==> src/rtl/ata_eng_pkg.sv <==
package ata_eng_pkg;

  typedef enum logic [2:0] {
    OP_READ, OP_WRITE, OP_VERIFY, OP_SETMULT, OP_NOP, OP_SEEK, OP_BAD
  } op_kind_t;

  typedef struct packed {
    op_kind_t kind;
    logic     multi;
  } op_dec_t;

  typedef enum logic [2:0] {
    ST_IDLE, ST_DECODE, ST_PREP, ST_FETCH, ST_XRD, ST_XWR, ST_COMMIT
  } eng_state_t;

  localparam logic [7:0] ERR_ABRT = 8'h04;
  localparam logic [7:0] ERR_IDNF = 8'h10;
  localparam logic [7:0] STAT_BSY = 8'h80;

endpackage

==> src/rtl/ata_opc_decode.sv <==
module ata_opc_decode
  import ata_eng_pkg::*;
(
  input  logic [7:0] opc,
  output op_dec_t    dec
);
  always_comb begin
    dec.multi = 1'b0;
    dec.kind  = OP_BAD;
    if (opc[7:4] == 4'h1) begin
      dec.kind = OP_NOP;
    end else if (opc[7:4] == 4'h7) begin
      dec.kind = OP_SEEK;
    end else begin
      case (opc)
        8'h20, 8'h21: dec.kind = OP_READ;
        8'h30, 8'h31: dec.kind = OP_WRITE;
        8'h40, 8'h41: dec.kind = OP_VERIFY;
        8'hC4: begin dec.kind = OP_READ;  dec.multi = 1'b1; end
        8'hC5: begin dec.kind = OP_WRITE; dec.multi = 1'b1; end
        8'hC6: dec.kind = OP_SETMULT;
        8'hE0, 8'hE1, 8'hE2, 8'hE3, 8'hE6,
        8'h94, 8'h95, 8'h96, 8'h97, 8'h99: dec.kind = OP_NOP;
        default: dec.kind = OP_BAD;
      endcase
    end
  end
endmodule

==> src/rtl/ata_sect_buf.sv <==
module ata_sect_buf #(
  parameter int WORDS = 256,
  localparam int AW = $clog2(WORDS)
) (
  input  logic          clk,
  input  logic          we,
  input  logic [AW-1:0] addr,
  input  logic [15:0]   wdata,
  output logic [15:0]   rdata
);
  logic [15:0] mem [WORDS];

  always_ff @(posedge clk) begin
    if (we) mem[addr] <= wdata;
  end

  assign rdata = mem[addr];
endmodule

==> src/rtl/ata_cmd_engine.sv <==
module ata_cmd_engine
  import ata_eng_pkg::*;
#(
  parameter int WORDS       = 256,
  parameter int CAP_SECTORS = 4096,
  parameter int MAX_MULT    = 16,
  localparam int WIDX_W     = $clog2(WORDS)
) (
  input  logic              clk,
  input  logic              rst_n,
  input  logic              host_wr,
  input  logic              host_rd,
  input  logic              ctl_blk,
  input  logic [2:0]        host_addr,
  input  logic [15:0]       host_wdata,
  output logic [15:0]       host_rdata,
  output logic              intrq,
  output logic              med_req,
  output logic              med_we,
  output logic [27:0]       med_lba,
  output logic [WIDX_W-1:0] med_widx,
  output logic [15:0]       med_wdata,
  input  logic              med_ack,
  input  logic [15:0]       med_rdata
);
  localparam int MULT_W = $clog2(MAX_MULT + 1);
  localparam logic [WIDX_W-1:0] LAST_IDX = WIDX_W'(WORDS - 1);
  localparam logic [27:0]       CAP_L    = 28'(CAP_SECTORS);
  localparam logic [7:0]        MAXM_L   = 8'(MAX_MULT);
  localparam logic [MULT_W-1:0] M_ONE    = MULT_W'(1);

  eng_state_t state_q, state_n;
  op_kind_t   kind_q, kind_n;
  logic [WIDX_W-1:0] ptr_q, ptr_n;
  logic [27:0] lba_q, lba_n;
  logic [3:0]  dev_q, dev_n;
  logic [7:0]  sc_q, sc_n, err_q, err_n, cmd_q, cmd_n;
  logic [8:0]  rem_q, rem_n;
  logic [MULT_W-1:0] blk_q, blk_n, bsz_q, bsz_n, mult_q, mult_n, bsz_c;
  logic errf_q, errf_n, intr_q, intr_n, req_q, req_n, first_q, first_n;

  logic        buf_we, sect_done, busy, drq, tf_wr, stat_rd, dat_rd, dat_wr;
  logic [15:0] buf_wd, buf_rd;
  logic [7:0]  stat;
  op_dec_t     dec;

  ata_opc_decode u_dec (.opc(cmd_q), .dec(dec));

  ata_sect_buf #(.WORDS(WORDS)) u_buf (
    .clk(clk), .we(buf_we), .addr(ptr_q), .wdata(buf_wd), .rdata(buf_rd)
  );

  assign drq     = (state_q == ST_XRD) || (state_q == ST_XWR);
  assign busy    = (state_q != ST_IDLE) && !drq;
  assign stat    = busy ? STAT_BSY : {4'b0101, drq, 2'b00, errf_q};
  assign tf_wr   = host_wr && !ctl_blk;
  assign stat_rd = host_rd && !ctl_blk && (host_addr == 3'd7);
  assign dat_rd  = host_rd && !ctl_blk && (host_addr == 3'd0) && (state_q == ST_XRD);
  assign dat_wr  = tf_wr && (host_addr == 3'd0) && (state_q == ST_XWR);
  assign bsz_c   = dec.multi ? mult_q : M_ONE;

  always_comb begin
    if (ctl_blk) host_rdata = {8'h00, stat};
    else begin
      case (host_addr)
        3'd0:    host_rdata = buf_rd;
        3'd1:    host_rdata = {8'h00, err_q};
        3'd2:    host_rdata = {8'h00, sc_q};
        3'd3:    host_rdata = {8'h00, lba_q[7:0]};
        3'd4:    host_rdata = {8'h00, lba_q[15:8]};
        3'd5:    host_rdata = {8'h00, lba_q[23:16]};
        3'd6:    host_rdata = {8'h00, dev_q, lba_q[27:24]};
        default: host_rdata = {8'h00, stat};
      endcase
    end
  end

  assign intrq     = intr_q;
  assign med_req   = req_q;
  assign med_we    = (state_q == ST_COMMIT);
  assign med_lba   = lba_q;
  assign med_widx  = ptr_q;
  assign med_wdata = buf_rd;

  always_comb begin
    state_n = state_q; kind_n = kind_q; ptr_n = ptr_q; lba_n = lba_q;
    dev_n = dev_q; sc_n = sc_q; err_n = err_q; cmd_n = cmd_q; rem_n = rem_q;
    blk_n = blk_q; bsz_n = bsz_q; mult_n = mult_q; errf_n = errf_q;
    intr_n = intr_q; req_n = req_q; first_n = first_q;
    buf_we = 1'b0; buf_wd = host_wdata; sect_done = 1'b0;
    if (stat_rd) intr_n = 1'b0;
    case (state_q)
      ST_IDLE: if (tf_wr) begin
        case (host_addr)
          3'd2: sc_n = host_wdata[7:0];
          3'd3: lba_n[7:0] = host_wdata[7:0];
          3'd4: lba_n[15:8] = host_wdata[7:0];
          3'd5: lba_n[23:16] = host_wdata[7:0];
          3'd6: begin dev_n = host_wdata[7:4]; lba_n[27:24] = host_wdata[3:0]; end
          3'd7: begin cmd_n = host_wdata[7:0]; err_n = '0; errf_n = 1'b0; state_n = ST_DECODE; end
          default: ;
        endcase
      end
      ST_DECODE: begin
        state_n = ST_IDLE;
        intr_n  = 1'b1;
        case (dec.kind)
          OP_READ, OP_WRITE, OP_VERIFY: begin
            if (dec.multi && (mult_q == '0)) begin
              err_n = ERR_ABRT; errf_n = 1'b1;
            end else begin
              intr_n  = intr_q && !stat_rd;
              state_n = ST_PREP;
              kind_n  = dec.kind;
              rem_n   = (sc_q == 8'd0) ? 9'd256 : {1'b0, sc_q};
              bsz_n   = bsz_c;
              blk_n   = (dec.kind == OP_WRITE) ? (bsz_c - M_ONE) : '0;
              first_n = 1'b1;
              ptr_n   = '0;
            end
          end
          OP_SETMULT: begin
            if ((sc_q != 8'd0) && (sc_q <= MAXM_L)) mult_n = MULT_W'(sc_q);
            else begin err_n = ERR_ABRT; errf_n = 1'b1; end
          end
          OP_NOP: ;
          OP_SEEK: if (lba_q >= CAP_L) begin err_n = ERR_IDNF; errf_n = 1'b1; end
          default: begin err_n = ERR_ABRT; errf_n = 1'b1; end
        endcase
      end
      ST_PREP: begin
        if (lba_q >= CAP_L) begin
          err_n = ERR_IDNF; errf_n = 1'b1; intr_n = 1'b1; state_n = ST_IDLE;
        end else if (kind_q == OP_WRITE) begin
          state_n = ST_XWR;
          first_n = 1'b0;
          if (!first_q) begin
            if (blk_q == '0) begin intr_n = 1'b1; blk_n = bsz_q - M_ONE; end
            else blk_n = blk_q - M_ONE;
          end
        end else begin
          state_n = ST_FETCH;
        end
      end
      ST_FETCH: begin
        if (!req_q) req_n = 1'b1;
        else if (med_ack) begin
          req_n = 1'b0; buf_we = 1'b1; buf_wd = med_rdata;
          if (ptr_q != LAST_IDX) ptr_n = ptr_q + WIDX_W'(1);
          else if (kind_q == OP_VERIFY) sect_done = 1'b1;
          else begin
            state_n = ST_XRD; ptr_n = '0;
            if (blk_q == '0) begin intr_n = 1'b1; blk_n = bsz_q - M_ONE; end
            else blk_n = blk_q - M_ONE;
          end
        end
      end
      ST_XRD: if (dat_rd) begin
        if (ptr_q == LAST_IDX) sect_done = 1'b1;
        else ptr_n = ptr_q + WIDX_W'(1);
      end
      ST_XWR: if (dat_wr) begin
        buf_we = 1'b1;
        if (ptr_q == LAST_IDX) begin state_n = ST_COMMIT; ptr_n = '0; end
        else ptr_n = ptr_q + WIDX_W'(1);
      end
      ST_COMMIT: begin
        if (!req_q) req_n = 1'b1;
        else if (med_ack) begin
          req_n = 1'b0;
          if (ptr_q == LAST_IDX) sect_done = 1'b1;
          else ptr_n = ptr_q + WIDX_W'(1);
        end
      end
      default: state_n = ST_IDLE;
    endcase
    if (sect_done) begin
      lba_n = lba_q + 28'd1;
      rem_n = rem_q - 9'd1;
      ptr_n = '0;
      if (rem_q == 9'd1) begin
        state_n = ST_IDLE;
        if (kind_q != OP_READ) intr_n = 1'b1;
      end else begin
        state_n = ST_PREP;
      end
    end
  end

  always_ff @(posedge clk or negedge rst_n) begin
    if (!rst_n) begin
      state_q <= ST_IDLE; kind_q <= OP_NOP; ptr_q <= '0; lba_q <= '0;
      dev_q <= '0; sc_q <= '0; err_q <= '0; cmd_q <= '0; rem_q <= '0;
      blk_q <= '0; bsz_q <= '0; mult_q <= '0; errf_q <= 1'b0;
      intr_q <= 1'b0; req_q <= 1'b0; first_q <= 1'b0;
    end else begin
      state_q <= state_n; kind_q <= kind_n; ptr_q <= ptr_n; lba_q <= lba_n;
      dev_q <= dev_n; sc_q <= sc_n; err_q <= err_n; cmd_q <= cmd_n; rem_q <= rem_n;
      blk_q <= blk_n; bsz_q <= bsz_n; mult_q <= mult_n; errf_q <= errf_n;
      intr_q <= intr_n; req_q <= req_n; first_q <= first_n;
    end
  end
endmodule

==> config.mk <==
export PLATFORM = sky130hd
export DESIGN_NAME = ata_cmd_engine
export DESIGN_NICKNAME = d
export VERILOG_FILES = /design/src/rtl/ata_eng_pkg.sv /design/src/rtl/ata_opc_decode.sv /design/src/rtl/ata_sect_buf.sv /design/src/rtl/ata_cmd_engine.sv
export SDC_FILE = /design/constraint.sdc
export NUM_CORES = 2
export LEC_CHECK = 0
export BUFFER_PORTS_ARGS = -buffer_cell sky130_fd_sc_hd__clkbuf_2
export CAP_MARGIN = 25
export CORE_ASPECT_RATIO = 1.75
export CORE_UTILIZATION = 45
export CTS_CLUSTER_SIZE = 30
export DETAILED_ROUTE_END_ITERATION = 6
export SETUP_SLACK_MARGIN = 0.02
export SLEW_MARGIN = 20
export SYNTH_ARGS = -nofsm -noshare
export SYNTH_HDL_FRONTEND = slang
export SYNTH_SLANG_ARGS = --single-unit
==> constraint.sdc <==
create_clock -name clk -period 5.2 [get_ports clk]
set_input_delay 0.78 -clock clk [delete_from_list [all_inputs] [get_ports clk]]
set_output_delay 0.78 -clock clk [all_outputs]
set_load 0.02 [all_outputs]
==> impl_results.md <==
- Critical Path Sink: host_rdata[0]
- CTS H-tree lvls: 5
- Top cells by count, synth: edfxtp_1 (4,096), mux4_2 (1,241), nor2_1 (350)
- Full die area: around 360,000 um^2
- Post-Synthesis Cells: between 7,000 and 8,000
- Design Area, Final: 189,000 um^2
- Largest cells by area after synthesis: edfxtp_1 (76%), mux4_2 (17%), dfrtp_1 (1.5%), nor2_1 (0.81%), a22oi_1 (0.61%)
- DR vias: slightly above 80,000
- Clk sinks: 4,194
- Max-cap violations: 0
- Detailed placement HPWL: just under 300,000 um
- Final worst path period share: 1.11
- R2R Setup Slk: 1040 ps
- Fin. max-slew vios: 0
- Leak Pwr: around 60 nW
- # rows: 291
- Clock latency on the worst-skew pair: just over 900 ps
- Critical Path AT: approximately 5000 ps
- Critical path class: flop to output port
- Crit-path max FO: 14
- Clock tree root buffer cell: clkbuf_16
- Ys Warns: 0
- Final hold vios: 0
- Synth Flop Type: edfxtp_1
- Least-Margin Pin Slew: 1220 ps
- Core Area: approximately 360,000 um^2
- Area growth syn-to-layout: 16.5%
- Post-synth cell types: between 70 and 80
- Outcome: finished, violations left
- Reg-to-reg critical path startpoint: med_widx[4]
- Hold crit path type: input pin to flop
- # IOs: around 110
- First-pass GRT wire length: 655,000 um
- Layout cells sized above 1: 0.380
- Failing checks: setup timing
- Hold Slack: between 300 and 400 ps
- Final WS setup: -584 ps
- Max Buffers Root-to-Sink: 4
- Slew margin rel.: 0.185
- Worst r2r dst: state_q[2]
- Critical path required time: roughly 4400 ps
- Net Count, Synth: approximately 7,100
- Die W: 456 um
- Synth area leader: edfxtp_1
- Yosys top cell area share: 0.757
- CTS Buf Count: around 360
- Nets: 8,023
- Total Wirelength: approximately 470,000 um
- Reg2Reg Depth: 8
- Critical Path, Cell by Cell: nand2b_1, nor2_1, a22o_4, a2111oi_4, buf_4, nand4_1, buf_4, a221o_1, a22o_1, clkbuf_8
- Vias per inst: between 6 and 7
- Post-DRT Antenna Nets: 0
- Vias in the first global route: approximately 83,000
- Final core utilization: 0.527
- Largest net degree at the start of global routing: 137
- Post-synthesis sequential area ratio: 0.772
- Worst setup EP type: output port
- Peak VDD IR: between 0.0002 and 0.0003 V
- Critical Path Slowest Stage Cell: nand2b_1
- Number of enable flip-flop cells after synthesis: just over 4,000
- GP Congestion: around 0.95
- # DRC: 0
- Effective utilization at floorplan: 0.452
- Tmin final: between 5000 and 6000 ps
- Async set-reset flop share out of synthesis: 0.0234
- Max incr delay on CP: a little over 900 ps
- Clock Skews: about 67 ps
- Global route total overflow: 0
- DR pass1 iterations: 6
- Cell Area, Synth: roughly 160,000 um^2
- Worst-path clk slew: roughly 70 ps
- Initial antenna violation count: 10
- 1st-iter DRT viols: slightly below 10,000
- Most used cell along the critical path: buf_4
- Count leader, synth: edfxtp_1
- Max Fclk: 173 MHz
- Port Buffers: approximately 110
- Fin Setup TNS: -7000 ps
- Die span in y: roughly 800 um
- Final setup fails: 31
- Area after DPL: around 170,000 um^2
- Gr usage total: 0.259
- Avg WL per Cell: roughly 36 um
- RSZ-0062 raised after global routing: yes
- Synthesis-stage register bit count: 4,194
- Crit start category: flop
- Synthesized area per cell: around 23 um^2
- Power per Cell Area: between 400 and 500 nW/um^2
- Total power: 83.5 mW
- Crit path from: med_widx[6]
- CTS tree: done
-- registers in the layout (all words and copies together) (netlist names) --
register / flops
blk_q: 5
bsz_q: 5
cmd_q: 8
dev_q: 4
err_q: 8
errf_q: 1
first_q: 1
intrq: 1
kind_q: 3
med_lba: 28
med_req: 1
med_widx: 8
mult_q: 5
rem_q: 9
sc_q: 8
state_q: 3
u_buf.mem: 4096
-- power breakdown --
group | leakage (nW) | internal [mW] | switching [mW]
clock | 5.73 | 15.2 | 12.4
combinational | 14.9 | 8.44 | 9.24
sequential | 38.0 | 37.7 | 0.592
total | 58.7 | 61.4 | 22.2
-- final cells by class --
| type | count | area (um^2) |
|---|---|---|
| clock buffer | 431 | 9590 |
| sequential | 4194 | 125000 |
| inverter | 23 | 95.1 |
| multi-input combinational | 2476 | 36900 |
| tap | 4688 | 5870 |
| clock inverter | 226 | 2200 |
| antenna | 15 | 37.5 |
| timing repair buffer | 915 | 9140 |
| fill | 27200 | 170000 |
-- worst max-delay path: cells and delay by family (launching register included) --
kind,cells,cell delay (ps)
buffers and inverters,3,650
AND/OR/NAND/NOR,3,1680
flip-flops,1,630
AO/OA/AOI/OAI,4,1110
-- stage by stage --
stage,setup WS [ps],cells
after CTS,-386,12900
after floorplan,896,7084
after global placement,-251,12200
final,-584,13000
after global routing,-488,13000
after detailed placement,-220,12200
-- how the worst min path moves through the flow --
stage              from        to  slack, ps  depth (start not counted)
2_1_floorplan  bsz_q[4]  bsz_q[4]        450                          2
3_5_place_dp   bsz_q[0]  bsz_q[0]        480                          2
4_1_cts         med_ack   med_req        270                          3
3_3_place_gp   bsz_q[0]  bsz_q[0]        470                          2
5_1_grt         med_ack   med_req        320                          3
6_report        med_ack   med_req        330                          3
-- cell families after synthesis --
logic type | share of synthesized area
multiplexers | 0.177
AO/OA/AOI/OAI | 0.0187
buffers and inverters | 0.0114
AND/OR/NAND/NOR | 0.0190
flip-flops | 0.772
XOR/XNOR | 0.000324
adder cells (fa/ha/maj) | 0.000770
-- timing repair --
action,4_1_cts,5_1_grt
hold buffers,1,0
pin swaps,40,41
resized for setup,256,113
hold endpoints to repair,46,0
setup buffers,58,27
setup endpoints to repair,32,30
cloned,17,3
-- placed cells by master, fill, tap and decap left out, types with 16 or more instances in the layout --
| cell | count |
|---|---|
| buf_6 | 60 |
| buf_12 | 95 |
| nor2_2 | 244 |
| o22ai_1 | 19 |
| mux2i_1 | 25 |
| mux2_2 | 35 |
| clkbuf_1 | 55 |
| inv_1 | 21 |
| nor2_1 | 103 |
| nand4_1 | 19 |
| clkinv_2 | 66 |
| clkinvlp_4 | 23 |
| bufinv_16 | 39 |
| edfxtp_1 | 4096 |
| o21ai_0 | 62 |
| mux4_2 | 1241 |
| clkbuf_16 | 377 |
| mux2_8 | 16 |
| a22oi_2 | 48 |
| a21oi_1 | 74 |
| buf_4 | 598 |
| nand3_1 | 39 |
| dfrtp_1 | 91 |
| buf_16 | 29 |
| buf_8 | 27 |
| clkbuf_2 | 88 |
| nor2b_1 | 17 |
| nand3_2 | 16 |
| nand2_1 | 131 |
| a22oi_1 | 83 |
| clkinv_1 | 73 |
-- per-layer routing --
layer / share of wire / global-route usage / vias to the layer above
li1: - / - / 32000
met1: 0.35 / 0.306 / 44100
met2: 0.51 / 0.446 / 3800
met3: 0.072 / 0.0452 / 913
met4: 0.068 / 0.148 / 4
met5: 0.000034 / 0.000531 / -
Power figures use the tool's default switching activity.
